<file path="src/rtl/rv_lite_decode.sv">
module rv_lite_decode (
  input  logic [31:0] instr_i,
  output logic        rf_wr_en,
  output logic        dm_wr_en,
  output logic        dm_rd_en,
  output logic [2:0]  alu_fn,
  output logic        opb_imm,
  output logic        is_branch,
  output logic        is_jump,
  output logic [1:0]  wb_sel,
  output logic        br_on_ne
);
  localparam logic [6:0] OPC_ALU_R = 7'b0110011;
  localparam logic [6:0] OPC_ALU_I = 7'b0010011;
  localparam logic [6:0] OPC_LOAD  = 7'b0000011;
  localparam logic [6:0] OPC_STORE = 7'b0100011;
  localparam logic [6:0] OPC_BRNCH = 7'b1100011;
  localparam logic [6:0] OPC_JAL   = 7'b1101111;
  localparam logic [6:0] OPC_JALR  = 7'b1100111;

  localparam logic [2:0] FN_ADD = 3'b000;
  localparam logic [2:0] FN_SUB = 3'b001;
  localparam logic [2:0] FN_AND = 3'b010;
  localparam logic [2:0] FN_OR  = 3'b011;

  localparam logic [1:0] WB_ALU = 2'b00;
  localparam logic [1:0] WB_MEM = 2'b01;
  localparam logic [1:0] WB_PC4 = 2'b10;

  logic [6:0] opc;
  logic [2:0] f3;
  logic [6:0] f7;

  assign opc = instr_i[6:0];
  assign f3  = instr_i[14:12];
  assign f7  = instr_i[31:25];

  always_comb begin
    rf_wr_en  = 1'b0;
    dm_wr_en  = 1'b0;
    dm_rd_en  = 1'b0;
    alu_fn    = FN_ADD;
    opb_imm   = 1'b0;
    is_branch = 1'b0;
    is_jump   = 1'b0;
    wb_sel    = WB_ALU;
    br_on_ne  = 1'b0;
    unique case (opc)
      OPC_ALU_R: begin
        if (f7 == 7'b0000000) begin
          unique case (f3)
            3'b000:  begin rf_wr_en = 1'b1; alu_fn = FN_ADD; end
            3'b111:  begin rf_wr_en = 1'b1; alu_fn = FN_AND; end
            3'b110:  begin rf_wr_en = 1'b1; alu_fn = FN_OR;  end
            default: ;
          endcase
        end else if (f7 == 7'b0100000 && f3 == 3'b000) begin
          rf_wr_en = 1'b1;
          alu_fn   = FN_SUB;
        end
      end
      OPC_ALU_I: begin
        if (f3 == 3'b000) begin
          rf_wr_en = 1'b1;
          opb_imm  = 1'b1;
        end
      end
      OPC_LOAD: begin
        if (f3 == 3'b010) begin
          rf_wr_en = 1'b1;
          dm_rd_en = 1'b1;
          opb_imm  = 1'b1;
          wb_sel   = WB_MEM;
        end
      end
      OPC_STORE: begin
        if (f3 == 3'b010) begin
          dm_wr_en = 1'b1;
          opb_imm  = 1'b1;
        end
      end
      OPC_BRNCH: begin
        if (f3 == 3'b000 || f3 == 3'b001) begin
          is_branch = 1'b1;
          alu_fn    = FN_SUB;
          br_on_ne  = f3[0];
        end
      end
      OPC_JAL: begin
        is_jump  = 1'b1;
        rf_wr_en = 1'b1;
        wb_sel   = WB_PC4;
      end
      OPC_JALR: begin
        if (f3 == 3'b000) begin
          is_jump  = 1'b1;
          rf_wr_en = 1'b1;
          opb_imm  = 1'b1;
          wb_sel   = WB_PC4;
        end
      end
      default: ;
    endcase
  end
endmodule

</file>
<file path="config.mk">
export PLATFORM = sky130hd
export DESIGN_NAME = rv_lite_decode
export DESIGN_NICKNAME = d
export VERILOG_FILES = /design/src/rtl/rv_lite_decode.sv
export SDC_FILE = /design/constraint.sdc
export NUM_CORES = 1
export LEC_CHECK = 0
export ABC_AREA = 1
export BUFFER_PORTS_ARGS = -buffer_cell sky130_fd_sc_hd__buf_4
export CAP_MARGIN = 20
export CORE_AREA = 2 2 39 41
export DETAILED_ROUTE_END_ITERATION = 10
export DIE_AREA = 0 0 41 43
export GPL_ROUTABILITY_DRIVEN = 1
export PLACE_DENSITY = 0.75
export REMOVE_ABC_BUFFERS = 1
export SLEW_MARGIN = 20
export SYNTH_ARGS = -nofsm -noshare
export SYNTH_HDL_FRONTEND = slang
export SYNTH_SLANG_ARGS = --single-unit
</file>
<file path="constraint.sdc">
create_clock -name vclk -period 1.76
set_input_delay 0.352 -clock vclk [all_inputs]
set_output_delay 0.352 -clock vclk [all_outputs]
set_load 0.05 [all_outputs]
</file>
== Word level (Yosys, flattened, before mapping) ==
Cells that the tools add are included.

* Bits in registers: 0
* Input bits: 32
* Logic and storage cells: 41
* Output and inout port bits: 12

* Multiplexer cells: 22
* Equality and inequality tests: 12
* Reduce and logical (&&, ||, !) cells: 7

{| class="wikitable"
|+ Operators by type and width
! kind !! number
|-
| $eq 7x6->1 const B || 3
|-
| $eq 7x7->1 const B || 3
|-
| $mux 1 || 14
|-
| $eq 7x2->1 const B || 1
|-
| $eq 7x5->1 const B || 1
|-
| $logic_not 7->1 || 1
|-
| $eq 3x3->1 const B || 2
|-
| $pmux 2 s3 || 1
|-
| $pmux 3 s2 || 1
|-
| $pmux 1 s2 || 2
|-
| $pmux 1 s4 || 1
|-
| $pmux 2 s2 || 1
|-
| $reduce_or 2->1 || 2
|-
| $eq 3x1->1 const B || 1
|-
| $eq 3x2->1 const B || 1
|-
| $logic_not 3->1 || 1
|-
| $mux 3 || 1
|-
| $reduce_or 3->1 || 1
|-
| $mux 2 || 1
|-
| $logic_and 1x1->1 || 1
|-
| $logic_or 1x1->1 || 1
|}

== Depth between registers and ports, before layout ==
* Word-level depth: 5
* Depth in mapped cells: 8
* Depth with buffers taken out: 8

== Worst setup path before layout ==
OpenSTA, ideal clock, no wires.

* Kind: input to output
* From: in instr_i[2]
* To: out wb_sel[0]
* Required time: 1.408 ns
* Slack: -0.270 ns
* Arrival: 1.678 ns
* Buffers on the path: 1
* Stages on the path: 6
* Cell sequence: nor2_1 -> nand2_2 -> inv_2 -> nand2_1 -> nor2_1 -> buf_4

* Cells in the longest elaborated chain, start to end: 2
* Elaborated cells on any way between the ends: 4
* Those cells by class: eq/ne (3); mux (1)

{| class="wikitable"
|+ RTL lines
! what !! RTL line !! source
|-
| start, declared || 2 || <nowiki>input logic [31:0] instr_i,</nowiki>
|-
| $eq 7x7->1 / $eq 7x2->1 (equally long branches) || 48 || <nowiki>unique case (opc)</nowiki>
|-
| $pmux 2 s3 (*) || 48 ||
|-
| end, declared || 10 || <nowiki>output logic [1:0] wb_sel,</nowiki>
|}

Every way passes the cells marked *; elsewhere a longest branch is shown, timed or not.

== Worst setup path after layout ==
* From: in instr_i[29]
* To: out alu_fn[0]

* Cells in the longest elaborated chain, start to end: 5
* Elaborated cells on any way between the ends: 6
* Those cells by class: eq/ne (1); mux (3); reduce/logical (2)

{| class="wikitable"
|+ RTL lines
! what !! RTL line !! source
|-
| $eq 7x6->1 || 57 || <nowiki>end else if (f7 == 7'b0100000 && f3 == 3'b000) begin</nowiki>
|-
| $logic_and 1x1->1 || 57 ||
|-
| $mux 1 || 57 ||
|-
| $mux 3 (*) || 50 || <nowiki>if (f7 == 7'b0000000) begin</nowiki>
|-
| $pmux 3 s2 (*) || 48 ||
|-
| end, declared || 6 || <nowiki>output logic [2:0] alu_fn,</nowiki>
|}

Marked as above.

==> qor.log <==
INFO  clocking       cts_hold_buf=0
INFO  timing         period_share=90.3%
INFO  layout         share_of_final_layout_standard_cells_stronger_than_drive_strength_1=55.3%
INFO  grt            via_count_of_the_first_global_routing_pass=395
INFO  floorplanning  die_y=43µm
INFO  grt            track_usage=10.5%
INFO  setup_path     critPathBufInv=2
INFO  floorplanning  row_count=14
INFO  timing         fmax=629MHz
INFO  place          dp_hpwl=769µm
INFO  place          preCtsSetupSlack=0.171ns
INFO  power_and_ir_drop power-per-cell-area=143mW/mm²
INFO  flow_run       max_cap_viol_count=0
INFO  logic_synthesis mapped_cells=59
INFO  setup_path     worst_setup_path_end_kind=primary output
INFO  worst_hold_path worst_hold_path.num_cells=3
INFO  clocking       ctsResizeCount=0
INFO  logic_synthesis syn_area_per_cell=5.43µm²
INFO  setup_path     cp_max_fo=3
INFO  route          routed_wl=839µm
INFO  status         run_status=finished clean
INFO  timing         unrepaired_setup_endpoints_after_global_routing=false
INFO  logic_synthesis ys_types=21
INFO  layout         diodes=0
INFO  grt            grt_pass1_wl=1440µm
INFO  timing         worst_slack=0.171ns
INFO  power_and_ir_drop lkg_pwr=0.301nW
INFO  route          vias_per_cell=4.38
INFO  clocking       postCtsSetupBuffers=0
INFO  setup_path     setup.worst_path.class=in2out
INFO  timing         timing.final.max_slew_violations=0
INFO  grt            number_of_antenna_violations_at_the_first_check_in_global_routing=0
INFO  setup_path     timing.critical_path.from_type=input port
INFO  timing         report.final.hold_viol_count=0
INFO  route          dr_total_vias=442
INFO  route          dr.pass1.iters=2
INFO  place          place_congestion=0.744
INFO  floorplanning  die_width=41µm
INFO  route          antenna_violating_nets_post_route=0
INFO  setup_path     worst-endpoint-arrival=1.24ns
INFO  logic_synthesis mappedNetlistArea=320µm²
INFO  layout         clkbuf_count=0
INFO  setup_path     worst_path_max_delay_cell=sky130_fd_sc_hd__or2_4
INFO  floorplanning  floorplan.die_area=0.00176mm²
INFO  setup_path     critical_path.cell_chain=buf_4 > or2_4 > nor2_4 > nand3_2 > o21ai_2 > buf_4
INFO  layout         final_cell_count_no_fill=101
INFO  setup_path     timing.critical_path.depth=6
INFO  setup_path     max_stage_delay=0.24ns
INFO  route          drc_violation_total_after_the_first_tritonroute_iteration=3
INFO  floorplanning  floorplan.core_area=0.00138mm²
INFO  grt            grt_overflow_total=0
INFO  timing         finalWorstPathRequiredPeriod=1.59ns
INFO  timing         setup-violations-final=0
INFO  worst_hold_path min_path_type=in2out
INFO  layout         most_frequent_cells_in_the_layout=28 x sky130_fd_sc_hd__buf_4, 11 x sky130_fd_sc_hd__nand2_1, 10 x sky130_fd_sc_hd__nor2_1
INFO  layout         regArea=0µm²
INFO  logic_synthesis yosysSeqAreaShare=0%
INFO  logic_synthesis ys_warn_count=0
INFO  grt            grt_start_max_net_pins=6
INFO  layout         nNetsFinal=119
INFO  layout         numSequentialCells=0
INFO  place          port_buf_inserts=28
INFO  place          dp_cells=101
INFO  route          detail_route.drc_violations=0
INFO  floorplanning  initial_core_util=23.1%
INFO  layout         layout.cells.most_common=sky130_fd_sc_hd__buf_4
INFO  layout         areaGrowthSynthToFinish=67.2%
INFO  setup_path     required=1.41ns
INFO  setup_path     critPathTopFamily=simple AND/OR/NAND/NOR gates
INFO  route          post_drt_wl_per_cell=8.31µm
INFO  power_and_ir_drop worst_vdd_ir=0.0453mV
INFO  setup_path     critical-path-top-cell-by-count=sky130_fd_sc_hd__buf_4
INFO  floorplanning  io_pins=44
[synthesized netlist by cell type (all sizes together)]
master  number  area, µm²
inv         11       41.3
nor2        12       55.1
a21oi        1       5.00
nand4        3       25.0
buf          2       15.0
a31oi        1       6.26
nor3         3       25.0
nand3b       1       7.51
conb         1       3.75
nand3        5       40.0
o22ai        2       12.5
nand2       15       66.3
o21ai        1       8.76
or2          1       8.76
[kinds of logic (layout without fill, tap and decap cells)]
family / Yosys count / after routing / share of synthesized area, %
other: 1 / 1 / 1.17
buffers and inverters: 13 / 39 / 17.6
AO/OA/AOI/OAI: 5 / 5 / 10.2
AND/OR/NAND/NOR: 40 / 40 / 71.1
[cell type report]
class	instances	area, µm²
Fill cell	157	848
Timing Repair Buffer	28	210
Multi-Input combinational cell	46	264
Tap cell	16	20.0
Inverter	11	41.3
[final timing paths]
check | start | end | slack [ns]
worst max-delay path | instr_i[29] | alu_fn[0] | 0.17
worst min-delay path | instr_i[30] | alu_fn[1] | 1.01
[where the power goes]
part	switching [mW]	internal, mW
sequential	0	0
clock	0	0
combinational	0.0408	0.0360
[layer usage]
layer  track usage (%)  vias up  wire length, µm  part of all wire, %
met4                 0        0                0                    0
met2              18.8       13              413                   49
met3                 0        0               61                  7.3
met1              14.2      191              364                   43
li1                  -      238                -                    -
met5                 0        -                0                    0
[metrics by stage]
| stage | cell area (µm²) | hold slack (ns) | setup TNS, ns | util (%) | total power [mW] |
|---|---|---|---|---|---|
| floorplan | 305 | 0.806 | -1.03 | - | 0.0358 |
| global placement | 536 | 1.02 | 0 | 38.7 | 0.0748 |
| detailed placement | 536 | 1.01 | 0 | 38.7 | 0.0771 |
| CTS | 536 | 1.01 | 0 | 38.7 | 0.0773 |
| global route | 536 | 1.03 | 0 | 38.7 | 0.0852 |
| finish | 536 | 1.01 | 0 | 38.7 | 0.0768 |
Power figures use the tool's default switching activity.
